`src/rtl/fp_useq_pkg.sv`:
```
package fp_useq_pkg;
  localparam int OPC_W     = 4;
  localparam int BIT_ONCLK = 4;
  localparam int BIT_REQ   = 5;
  localparam int BIT_WR0   = 6;
  localparam int NUM_WR    = 4;
  localparam int BIT_LC    = 10;
  localparam int BIT_SHIFT = 11;
  localparam int BIT_MASK  = 12;
  localparam int BIT_MSEL  = 13;
  localparam int SRC_LSB   = 14;
  localparam int SRC_W     = 3;
  localparam int TGT_LSB   = 24;
  localparam int IMM_LSB   = 32;

  localparam logic [OPC_W-1:0] OP_JUMP  = 4'hC;
  localparam logic [OPC_W-1:0] OP_CALL  = 4'hD;
  localparam logic [OPC_W-1:0] OP_RET   = 4'hE;
  localparam logic [OPC_W-1:0] OP_STRAP = 4'hF;

  typedef struct packed {
    logic [NUM_WR-1:0] load_wr;
    logic              load_lc;
    logic              shift_en;
    logic              mask_en;
    logic              mask_sel;
    logic [SRC_W-1:0]  src_sel;
  } ctrl_t;
endpackage

```
`src/rtl/fp_useq_decode.sv`:
```
module fp_useq_decode
  import fp_useq_pkg::*;
#(
  parameter int ADDR_W  = 8,
  parameter int DATA_W  = 16,
  localparam int INSTR_W = IMM_LSB + DATA_W
) (
  input  logic [INSTR_W-1:0] instr_i,
  input  logic               data_valid_i,
  output logic [OPC_W-1:0]   opcode_o,
  output logic               exec_o,
  output logic               req_o,
  output ctrl_t              ctrl_o,
  output logic [ADDR_W-1:0]  target_o,
  output logic [DATA_W-1:0]  imm_o
);
  logic unused_bits;
  assign unused_bits = ^instr_i[TGT_LSB-1:SRC_LSB+SRC_W];

  assign opcode_o = instr_i[OPC_W-1:0];
  assign exec_o   = instr_i[BIT_ONCLK] | data_valid_i;
  assign req_o    = instr_i[BIT_REQ];
  assign target_o = instr_i[TGT_LSB +: ADDR_W];
  assign imm_o    = instr_i[IMM_LSB +: DATA_W];

  for (genvar g = 0; g < NUM_WR; g++) begin : g_wr
    assign ctrl_o.load_wr[g] = exec_o & instr_i[BIT_WR0+g];
  end

  assign ctrl_o.load_lc  = exec_o & instr_i[BIT_LC];
  assign ctrl_o.shift_en = exec_o & instr_i[BIT_SHIFT];
  assign ctrl_o.mask_en  = exec_o & instr_i[BIT_MASK];
  assign ctrl_o.mask_sel = exec_o & instr_i[BIT_MSEL];
  assign ctrl_o.src_sel  = exec_o ? instr_i[SRC_LSB +: SRC_W] : '0;
endmodule

```
`src/rtl/fp_useq_next.sv`:
```
module fp_useq_next
  import fp_useq_pkg::*;
#(
  parameter int ADDR_W = 8
) (
  input  logic              exec_i,
  input  logic [OPC_W-1:0]  opcode_i,
  input  logic [ADDR_W-1:0] ip_i,
  input  logic [ADDR_W-1:0] ret_i,
  input  logic [ADDR_W-1:0] target_i,
  input  logic [ADDR_W-1:0] imm_lo_i,
  input  logic              strap_i,
  output logic [ADDR_W-1:0] next_o,
  output logic [ADDR_W-1:0] link_o,
  output logic              save_o
);
  assign link_o = ip_i + ADDR_W'(1);
  assign save_o = exec_i && (opcode_i == OP_CALL);

  always_comb begin
    next_o = ip_i;
    if (exec_i) begin
      unique case (opcode_i)
        OP_JUMP, OP_CALL: next_o = target_i;
        OP_RET:           next_o = ret_i;
        OP_STRAP:         next_o = strap_i ? target_i : imm_lo_i;
        default:          next_o = link_o;
      endcase
    end
  end
endmodule

```
`src/rtl/fp_useq_link.sv`:
```
module fp_useq_link #(
  parameter int ADDR_W = 8
) (
  input  logic              clk_i,
  input  logic              rst_ni,
  input  logic              save_i,
  input  logic [ADDR_W-1:0] link_i,
  output logic [ADDR_W-1:0] ret_o
);
  always_ff @(posedge clk_i or negedge rst_ni) begin
    if (!rst_ni)     ret_o <= '0;
    else if (save_i) ret_o <= link_i;
  end
endmodule

```
`src/rtl/fp_useq.sv`:
```
module fp_useq
  import fp_useq_pkg::*;
#(
  parameter int ADDR_W = 8,
  parameter int DATA_W = 16,
  localparam int INSTR_W = IMM_LSB + DATA_W
) (
  input  logic               clk_i,
  input  logic               rst_ni,
  input  logic [INSTR_W-1:0] instr_i,
  input  logic               data_valid_i,
  input  logic               branch_sel_i,
  output logic [ADDR_W-1:0]  fetch_addr_o,
  output logic [ADDR_W-1:0]  ip_o,
  output logic               exec_o,
  output logic               req_data_o,
  output logic [NUM_WR-1:0]  load_wr_o,
  output logic               load_lc_o,
  output logic               shift_en_o,
  output logic               mask_en_o,
  output logic               mask_sel_o,
  output logic [SRC_W-1:0]   src_sel_o,
  output logic [DATA_W-1:0]  data_o
);
  logic [ADDR_W-1:0] ip_q, ip_d, ret_q, target, link;
  logic [OPC_W-1:0]  opcode;
  logic              exec, save;
  ctrl_t             ctrl;

  fp_useq_decode #(.ADDR_W(ADDR_W), .DATA_W(DATA_W)) u_dec (
    .instr_i      (instr_i),
    .data_valid_i (data_valid_i),
    .opcode_o     (opcode),
    .exec_o       (exec),
    .req_o        (req_data_o),
    .ctrl_o       (ctrl),
    .target_o     (target),
    .imm_o        (data_o)
  );

  fp_useq_next #(.ADDR_W(ADDR_W)) u_next (
    .exec_i   (exec),
    .opcode_i (opcode),
    .ip_i     (ip_q),
    .ret_i    (ret_q),
    .target_i (target),
    .imm_lo_i (data_o[ADDR_W-1:0]),
    .strap_i  (branch_sel_i),
    .next_o   (ip_d),
    .link_o   (link),
    .save_o   (save)
  );

  fp_useq_link #(.ADDR_W(ADDR_W)) u_link (
    .clk_i  (clk_i),
    .rst_ni (rst_ni),
    .save_i (save),
    .link_i (link),
    .ret_o  (ret_q)
  );

  always_ff @(posedge clk_i or negedge rst_ni) begin
    if (!rst_ni) ip_q <= '0;
    else         ip_q <= ip_d;
  end

  assign fetch_addr_o = ip_d;
  assign ip_o         = ip_q;
  assign exec_o       = exec;
  assign load_wr_o    = ctrl.load_wr;
  assign load_lc_o    = ctrl.load_lc;
  assign shift_en_o   = ctrl.shift_en;
  assign mask_en_o    = ctrl.mask_en;
  assign mask_sel_o   = ctrl.mask_sel;
  assign src_sel_o    = ctrl.src_sel;

  assert_fetch_R10: assert property (@(posedge clk_i) disable iff (!rst_ni)
    1'b1 |=> ip_q == $past(fetch_addr_o));
  assert_stall_ip_R7: assert property (@(posedge clk_i) disable iff (!rst_ni)
    !exec |=> ip_q == $past(ip_q));
  assert_stall_ret_R7: assert property (@(posedge clk_i) disable iff (!rst_ni)
    !exec |=> ret_q == $past(ret_q));
  assert_step_R2: assert property (@(posedge clk_i) disable iff (!rst_ni)
    (exec && opcode < OP_JUMP) |=> ip_q == ADDR_W'($past(ip_q) + ADDR_W'(1)));
  assert_jump_R3: assert property (@(posedge clk_i) disable iff (!rst_ni)
    (exec && opcode == OP_JUMP) |=> ip_q == $past(instr_i[TGT_LSB +: ADDR_W]));
  assert_call_R4: assert property (@(posedge clk_i) disable iff (!rst_ni)
    (exec && opcode == OP_CALL) |=> ret_q == ADDR_W'($past(ip_q) + ADDR_W'(1)));
  assert_ret_R5: assert property (@(posedge clk_i) disable iff (!rst_ni)
    (exec && opcode == OP_RET) |=> ip_q == $past(ret_q));
  assert_strap_R6: assert property (@(posedge clk_i) disable iff (!rst_ni)
    (exec && opcode == OP_STRAP) |=> ip_q == ($past(branch_sel_i)
      ? $past(instr_i[TGT_LSB +: ADDR_W]) : $past(instr_i[IMM_LSB +: ADDR_W])));
  assert_idle_ctrl_R9: assert property (@(posedge clk_i) disable iff (!rst_ni)
    !exec_o |-> (load_wr_o == '0 && !load_lc_o && !shift_en_o && !mask_en_o
                 && !mask_sel_o && src_sel_o == '0));
endmodule

```
`config.mk`:
```
export PLATFORM = sky130hd
export DESIGN_NAME = fp_useq
export DESIGN_NICKNAME = d
export VERILOG_FILES = /design/src/rtl/fp_useq_pkg.sv /design/src/rtl/fp_useq_decode.sv /design/src/rtl/fp_useq_next.sv /design/src/rtl/fp_useq_link.sv /design/src/rtl/fp_useq.sv
export SDC_FILE = /design/constraint.sdc
export NUM_CORES = 1
export LEC_CHECK = 0
export BUFFER_PORTS_ARGS = -buffer_cell sky130_fd_sc_hd__buf_2
export CAP_MARGIN = 30
export CORE_MARGIN = 1.5
export CORE_UTILIZATION = 35
export DETAILED_ROUTE_END_ITERATION = 7
export PLACE_DENSITY = 0.84
export SYNTH_ARGS = -nofsm -noshare
export SYNTH_HDL_FRONTEND = slang
export SYNTH_SLANG_ARGS = --single-unit
```
`constraint.sdc`:
```
create_clock -name clk_i -period 1.8 [get_ports clk_i]
set_clock_uncertainty 0.1 [all_clocks]
set_input_delay 0.09 -clock clk_i [delete_from_list [all_inputs] [get_ports clk_i]]
set_output_delay 0.09 -clock clk_i [all_outputs]
set_load 0.005 [all_outputs]
```
-- Yosys cells after proc, flatten, opt, wreduce, memory -nomap -nowiden
Index checks and enable logic that the tools add are counted.
- flip-flop bits (word level): 16
- input bits: 52
- output and inout bits: 45
- logic and storage cells: 22
- $add $sub $neg: 1
- equality and inequality tests: 4
- multiplexer cells: 4
- bitwise operators: 9
- reduce and logical (&&, ||, !) cells: 2
- operator list (kind ; number):
    $pmux 8 s3 ; 1
    $eq 4x4->1 const B ; 4
    $mux 8 ; 2
    $add 8x1->8 const B ; 1
    $and 1x1->1 ; 8
    $mux 3 ; 1
    $reduce_or 2->1 ; 1
    $logic_and 1x1->1 ; 1
    $or 1x1->1 ; 1

-- Depth between registers and ports, before layout
Gate-level depths: netlist of the first run.
- word-level depth: 4
- mapped depth: 6
- mapped depth without buffers: 5

-- Modules after synthesis
A second synthesis of the first run with hierarchy kept.
- cells, all modules: 155
- area total of the unflattened synthesis: 1486.4 µm²
- modules (own cells, without submodules) (module ; times used ; cells each ; area each (µm²) ; sequential area each (µm²)):
    fp_useq_next ; 1 ; 87 ; 625.6 ; 0.0
    fp_useq_link ; 1 ; 17 ; 331.6 ; 200.2
    fp_useq_decode ; 1 ; 43 ; 329.1 ; 0.0
    fp_useq ; 1 ; 8 ; 200.2 ; 200.2

-- Least setup slack after synthesis of the first run
OpenSTA, ideal clock, no wires.
- path type: register to register
- start: register ip_q[0] (netlist: ip_o[0])
- end: register ip_q[4] (netlist: ip_o[4])
- setup time: 100 ps
- data arrival time: 1222 ps
- path slack: 379 ps
- cell stages (with the launch flop): 6
- path buffers: 0
- cells stage by stage: dfrtp_1 -> ha_1 -> nand3_1 -> a21oi_1 -> o32ai_1 -> a21oi_1
- longest elaborated chain between the ends: 3
- RTL lines (element ; line ; text):
    start: declaration ; fp_useq.sv:25 ; logic [ADDR_W-1:0] ip_q, ip_d, ret_q, target, link;
    start signal: assignment ; fp_useq.sv:64 ; else ip_q <= ip_d;
    $add 8x1->8 ; fp_useq_next.sv:17 ; assign link_o = ip_i + ADDR_W'(1);
    $pmux 8 s3 ; fp_useq_next.sv:23 ; unique case (opcode_i)
    $mux 8 ; fp_useq_next.sv:22 ; if (exec_i) begin
    named net fetch_addr_o[4] ; fp_useq.sv:13 ; output logic [ADDR_W-1:0] fetch_addr_o,
The timed path passes the listed nets, and every way through them passes these cells.
A chain may end at the register's enable or synchronous reset.

-- Worst setup path in the final report of the first run
- start: register ip_q[1] (netlist: ip_o[1])
- end: output port fetch_addr_o[7]
- longest elaborated chain between the ends: 3
- RTL lines (element ; line):
    $add 8x1->8 ; fp_useq_next.sv:17
    $pmux 8 s3 ; fp_useq_next.sv:23
    $mux 8 ; fp_useq_next.sv:22
    end: declaration ; fp_useq.sv:13
No other way between the ends.

==> metrics.md, run 1 <==
| Metric | Value |
|---|---|
| Initial antenna violation count | 0 |
| Die Wd | 62.4 um |
| #FFs+latches synth | 16 |
| WS Path Type | reg -> out |
| Most common cell after layout, fill and taps aside | buf_2 |
| Rows | 21 |
| CP max FO | 3 |
| Crit-path slowest cell | dfrtp_2 |
| Layout area overhead | 38.4% |
| Final GP Congestion | 0.862 |
| Layout Nets | 267 |
| Distinct cells, synth | 33 |
| Cells after DPL | 242 |
| # diodes | 0 |
| Worst setup SP type | flip-flop |
| Final hold vios | 0 |
| Cell Chain, Critical Path | nand2_4 > nor3_4 > mux2i_1 > a221o_1 > buf_2 |
| Arr. time, crit path | 1.57 ns |
| First-pass DRT Iterations | 4 |
| Syn_nets | 197 |
| R2r endpoint | u_link.ret_o[6]$_DFFE_PN0P_ |
| Clk slew on worst S/H paths | 0.10 ns |
| End of the worst hold path | req_data_o |
| DRC | 0 |
| Starting Density | 36.7% |
| Synth Area per Inst | 8.58 sq um |
| Vias in the first global route | 1171 |
| Worst-margin pin slew | 0.433 ns |
| Worst slack at placement | 0.216 ns |
| Layout fillers | 349 |
| R2r worst-path depth | 6 |
| P_leak | 0.811 nW |
| Cell depth of the worst hold path | 0 |
| FF-to-FF setup slack | 0.42 ns |
| Cells after Synth | 144 |
| Final cycle utilization of the critical path | 97.9% |
| Via Count | 1320 |
| Syn. warnings | 0 |
| Final wirelength | 3.41 mm |
| Max VDD drop | 0.464 mV |
| I/O pins | 97 |
| Post-Syn Area | 1230 sq um |
| Root Buffer | clkbuf_4 |
| Final setup margin | 0.0382 ns |
| TritonCTS clock tree | yes |
| Max cap viols | 0 |
| CTS buffer count | 3 |
| Detailed Place HPWL | 2.45 mm |
| Final core occ | 50.8% |
| Routed length per instance | 13.2 um |
| Max Slew Vio Count | 0 |
| Critical path endpoint category | output pin |
| Clock buffer depth | 2 |
| Power Dens Cells | 1180 nW/um^2 |
| Clk_lat worst skew | 0.30 ns |
| Via-to-Cell Ratio | 5.10 |
| Clk sinks | 16 |
| Final period demand of the worst path | 1.76 ns |
| Critical R2R Launch | ip_o[1]$_DFF_PN0_ |
| Gr ovfl total | 0 |
| Total track usage | 16.3% |
| Post-Layout Inst Area | 1710 sq um |
| DRT antenna net count | 0 |
| Most frequent cells in the layout | buf_2 (71), a21oi_1 (16), buf_4 (16), o22ai_1 (14), and2_1 (12) |
| Post-DP Area | 1520 sq um |
| Fmax | 568 MHz |
| Drt initial violations | 68 |
| Min-delay src | instr_i[5] |
| Final setup vio count | 0 |
| Setup TNS | 0 ns |
| Final Power | 2.02 mW |
| Global-route wire length before repair | 5.08 mm |
| Largest net degree at the start of global routing | 18 |
| Critical Path RT | 1.61 ns |
| H-tree lvl count | 1 |
| Hold Worst Slack | 0.0800 ns |
| Placeable Area | 3360 sq um |
| Register area share after synthesis | 32.4% |
| Unrepaired setup endpoints after global routing | yes |
| Layout cells sized above 1 | 52.1% |
| Non-filler instance count after layout | 259 |
| HP Class | in -> out |
| # port buffers | 71 |
| Max stage delay on crit path | 0.45 ns |
| Run status | completed |
| Worst relative slew slack | 71.0% |
| Die Ht | 62.4 um |
| Die area | 3890 sq um |
[worst max path at each step]
stage / startpoint / endpoint / slack [ns] / cells after the start
after floorplan: ip_o[0]$_DFF_PN0_ / ip_o[4]$_DFF_PN0_ / 0.38 / 5
after global placement: ip_o[1]$_DFF_PN0_ / fetch_addr_o[4] / 0.26 / 6
after detailed placement: ip_o[1]$_DFF_PN0_ / fetch_addr_o[4] / 0.22 / 6
after CTS: ip_o[0]$_DFF_PN0_ / fetch_addr_o[4] / 0.002 / 6
after global routing: ip_o[6]$_DFF_PN0_ / fetch_addr_o[7] / -0.04 / 5
final: ip_o[1]$_DFF_PN0_ / fetch_addr_o[7] / 0.04 / 5
[logic make-up (layout without fill, tap and decap cells)]
family          Yosys count  in the layout  share of synthesized area, %
buf+inv                  26             95                          14.1
fa+ha+maj                 1              1                          1.01
xor+xnor                  6              6                          4.26
mux                       5              5                          4.15
simple gates             46             46                          21.5
flops                    16             16                          32.4
compound gates           44             44                          22.6
[area by class of cell]
class	count	area, sq um	share of cell area, %
multi-input cells	102	711	41.6
repair buffers	88	485	28.4
flip-flops and latches	16	408	23.9
well taps	46	57.6	3.37
clock buffers	4	36.3	2.12
inverters	3	11.3	0.659
[synth_stat cells]
master | instances | area share (%)
mux2i_1 | 4 | 3.2
clkbuf_2 | 1 | 0.40
dfrtp_1 | 16 | 32
nand3_2 | 1 | 0.81
nor2b_1 | 1 | 0.51
ha_1 | 1 | 1.0
xor2_1 | 2 | 1.4
o21ai_1 | 1 | 0.40
inv_1 | 2 | 0.61
o221a_1 | 1 | 0.91
nand2b_2 | 1 | 0.71
nor4b_4 | 1 | 1.9
and2_1 | 12 | 6.1
a221o_1 | 2 | 1.6
nor3_4 | 1 | 1.3
a21o_1 | 2 | 1.2
xnor2_1 | 4 | 2.8
mux2_1 | 1 | 0.91
o22ai_1 | 14 | 7.1
o21ai_0 | 1 | 0.40
buf_2 | 3 | 1.2
a211o_1 | 1 | 0.71
nand2b_1 | 2 | 1.0
nand2_2 | 1 | 0.51
nand3_1 | 3 | 1.2
a21oi_1 | 18 | 7.3
inv_2 | 1 | 0.30
o211a_1 | 1 | 0.81
or3_1 | 2 | 1.0
nor2_1 | 12 | 3.6
o32ai_1 | 3 | 2.1
nand2_1 | 9 | 2.7
buf_4 | 19 | 12
[critical path, delay by kind of cell (launching register included)]
kind            cells  cell delay [ns]
mux                 1             0.10
buf+inv             1             0.13
flops               1             0.45
simple gates        2             0.30
compound gates      1             0.28
[state kept, by name, summed over array words and instances, names as in the netlist]
signal / cells
ip_o: 8
u_link.ret_o: 8
[where the power goes]
part	internal (mW)	switching, mW	total, mW	leakage (nW)
registers	0.527	0.146	0.673	0.173
clock network	0.124	0.123	0.246	0.0210
logic	0.581	0.515	1.10	0.617
total	1.23	0.783	2.02	0.811
[routing by layer]
layer	part of all wire [%]	track usage (%)
met5	0	0
met1	42	20.1
met3	9.5	3.24
met2	46	27.4
met4	2.5	7.78
[repair_timing]
item	CTS	global route
gates resized for setup	5	12
pin swaps	0	5
endpoints found under the setup margin	4	5
buffers inserted	6	6
hold buffers	1	0
hold endpoints to repair	16	0
cloned	0	0
(Power assumes the default switching activity.)
==> run 2, diff against run 1 <==
Settings changed: CTS_BUF_LIST set to sky130_fd_sc_hd__clkbuf_8 sky130_fd_sc_hd__clkbuf_16.
Clock period 1.8 ns to 1.65 ns, I/O delays scaled along.
==> run 2 against run 1 <==
Net effect: largest power group unchanged; critical path type unchanged; hold slack worse by 0.015 ns; first-iteration DRC count is 7.4% lower; combinational power is 19% higher; total power is 16% higher; highest routed layer unchanged; register-to-register slack worse by 0.29 ns; final cell count is 0.77% lower; the flow now finishes with violations (negative setup slack); setup slack worse by 0.13 ns.
==> metrics.md, run 2 (synthesized netlist as in run 1, its figures left out) <==
| Metric | Value |
|---|---|
| I/O pins | 97 (unchanged) |
| DRC | 0 (unchanged) |
| Starting Density | 36.7% (unchanged) |
| Routed length per instance | 14.1 um (+7.1%) |
| Fmax | 573 MHz |
| Worst-margin pin slew | 0.367 ns (-0.0663 ns) |
| Non-filler instance count after layout | 257 (-0.77%) |
| Global-route wire length before repair | 5.37 mm (+5.7%) |
| Run status | finished, violations left |
| Die Wd | 62.4 um (unchanged) |
| Crit-path slowest cell | dfrtp_2 |
| Sequential Power Share | 31.4% (-2.0 points) |
| Layout fillers | 328 (-6.0%) |
| Vias in the first global route | 1192 (+1.8%) |
| Rows | 21 (unchanged) |
| Clock buffer depth | 2 (unchanged) |
| Largest net degree at the start of global routing | 18 (unchanged) |
| Final period demand of the worst path | 1.75 ns |
| Crit path max-delay family | flip-flops |
| Initial antenna violation count | 0 (unchanged) |
| Critical path endpoint category | output pin |
| # diodes | 0 (unchanged) |
| First-pass DRT Iterations | 4 (unchanged) |
| CTS buffer count | 3 (unchanged) |
| Worst slack at placement | 0.0781 ns (-0.138 ns) |
| WS Path Type | reg -> out |
| P_leak | 0.819 nW (+0.92%) |
| Clk slew on worst S/H paths | 0.06 ns (-0.04 ns) |
| Layout area overhead | 41.6% |
| Internal Pwr Total | 1.41 mW (+14%) |
| Met3 Use GR | 2.52% (-0.72 points) |
| Via Count | 1325 (+0.38%) |
| H-tree lvl count | 1 (unchanged) |
| Critical Path RT | 1.47 ns (-0.14 ns) |
| Power share of the clock group | 12.5% (+0.3 points) |
| TritonCTS clock tree | yes |
| Power Dens Cells | 1330 nW/um^2 (+13%) |
| Unrepaired setup endpoints after global routing | yes |
| Max VDD drop | 0.536 mV (+16%) |
| DRT antenna net count | 0 (unchanged) |
| Most frequent cells in the layout | buf_2 (71), a21oi_1 (14), o22ai_1 (14) |
| GR peak layer | met2 |
| Met1 Usage GRT | 21.5% (+1.4 points) |
| Final cycle utilization of the critical path | 106% |
| Max stage delay on crit path | 0.45 ns (about the same) |
| Clk sinks | 16 (unchanged) |
| Arr. time, crit path | 1.56 ns (about the same) |
| Max Slew Vio Count | 0 (unchanged) |
| P_sw | 0.927 mW (+18%) |
| Total track usage | 17.0% (+0.64 points) |
| Final setup vio count | 4 (+4) |
| Placeable Area | 3360 sq um (unchanged) |
| Worst relative slew slack | 75.5% (+4.5 points) |
| CP bufs+invs | 1 (unchanged) |
| Final Power | 2.33 mW (+16%) |
| Gr ovfl total | 0 (unchanged) |
| Final wirelength | 3.63 mm (+6.3%) |
| Hold Worst Slack | 0.0650 ns (-0.0150 ns) |
| HP Class | in -> out |
| Worst setup SP type | flip-flop |
| # port buffers | 71 (unchanged) |
| Layout Nets | 266 (-0.37%) |
| CP max FO | 4 (+1) |
| Cells after DPL | 243 (+0.41%) |
| Layout cells sized above 1 | 53.6% (+1.4 points) |
| Setup TNS | -0.298 ns (-0.298 ns) |
| Final setup margin | -0.0967 ns (-0.135 ns) |
| Max cap viols | 0 (unchanged) |
| Global-route met2 utilization | 29.0% (+1.6 points) |
| Detailed Place HPWL | 2.48 mm (+1.0%) |
| Final core occ | 52.0% (+1.2 points) |
| Switch share | 39.7% (+0.87 points) |
| Via-to-Cell Ratio | 5.16 (+1.2%) |
| Post-DP Area | 1520 sq um (+0.50%) |
| Die Ht | 62.4 um (unchanged) |
| Combinational power share | 56.0% (+1.6 points) |
| Drt initial violations | 63 (-7.4%) |
| Clk_lat worst skew | 0.25 ns (-0.05 ns) |
| Root Buffer | clkbuf_8 |
| Most common cell after layout, fill and taps aside | buf_2 |
| Final GP Congestion | 0.822 (-4.6%) |
| Final hold vios | 0 (unchanged) |
| Cell Chain, Critical Path | ha_4 > nand2_2 > nor2_2 > xnor2_1 > a21oi_2 > buf_2 |
| Post-Layout Inst Area | 1750 sq um (+2.3%) |
| Failing checks | negative setup slack |
| Die area | 3890 sq um (unchanged) |
## run 2: cell types whose count changed in the layout (fill, tap and decap cells not counted), moves of 2 or more
cell / before / now
buf_4: 16 / 12
buf_6: 0 / 3
clkbuf_4: 3 / 0
a21oi_1: 16 / 14
a21oi_2: 2 / 4
clkbuf_8: 1 / 3
dfrtp_1: 10 / 12
dfrtp_2: 6 / 4
## run 2: what timing repair did
action / CTS / global route
setup buffers: 8 / 2
endpoints found under the setup margin: 5 / 6
pin swaps: 9 / 8
resized for setup: 13 / 13
hold buffers: 1 / 0
endpoints found under the hold margin: 16 / 0
## run 2: cell type report
cell class	count	area, sq um	area share [%]
flip-flops and latches	16	405	23.2
well taps	46	57.6	3.29
inverters	3	11.3	0.644
repair buffers	87	489	28.0
multi-input cells	102	744	42.6
clock buffers	3	41.3	2.36
## run 2: metal layers
layer | vias to the layer above | share of wire, % | wire, um
met5 | - | 0 | 0
met4 | 0 | 1.3 | 48
met3 | 6 | 6.9 | 250
met2 | 59 | 49 | 1770
met1 | 622 | 43 | 1560
li1 | 638 | - | -
## run 2: final timing paths
path	cells past startpoint	from	slack, ns	end
min in group asynchronous	2	rst_ni	0.19	u_link.ret_o[5]$_DFFE_PN0P_
min reg2reg	1	u_link.ret_o[1]$_DFFE_PN0P_	0.42	u_link.ret_o[1]$_DFFE_PN0P_
max	6	ip_o[0]$_DFF_PN0_	-0.1	fetch_addr_o[6]
max reg2reg	6	ip_o[0]$_DFF_PN0_	0.13	ip_o[6]$_DFF_PN0_
max in group asynchronous	2	rst_ni	0.97	ip_o[2]$_DFF_PN0_
min	0	instr_i[5]	0.07	req_data_o
## run 2: power groups by stage
stage                     Combinational [mW]  Clock [mW]  Sequential, mW
after floorplan                        0.554           0           0.727
after global placement                 0.919           0           0.717
after detailed placement               0.936           0           0.730
after CTS                               1.17       0.293           0.712
after global routing                    1.42       0.318           0.755
final                                   1.31       0.292           0.733
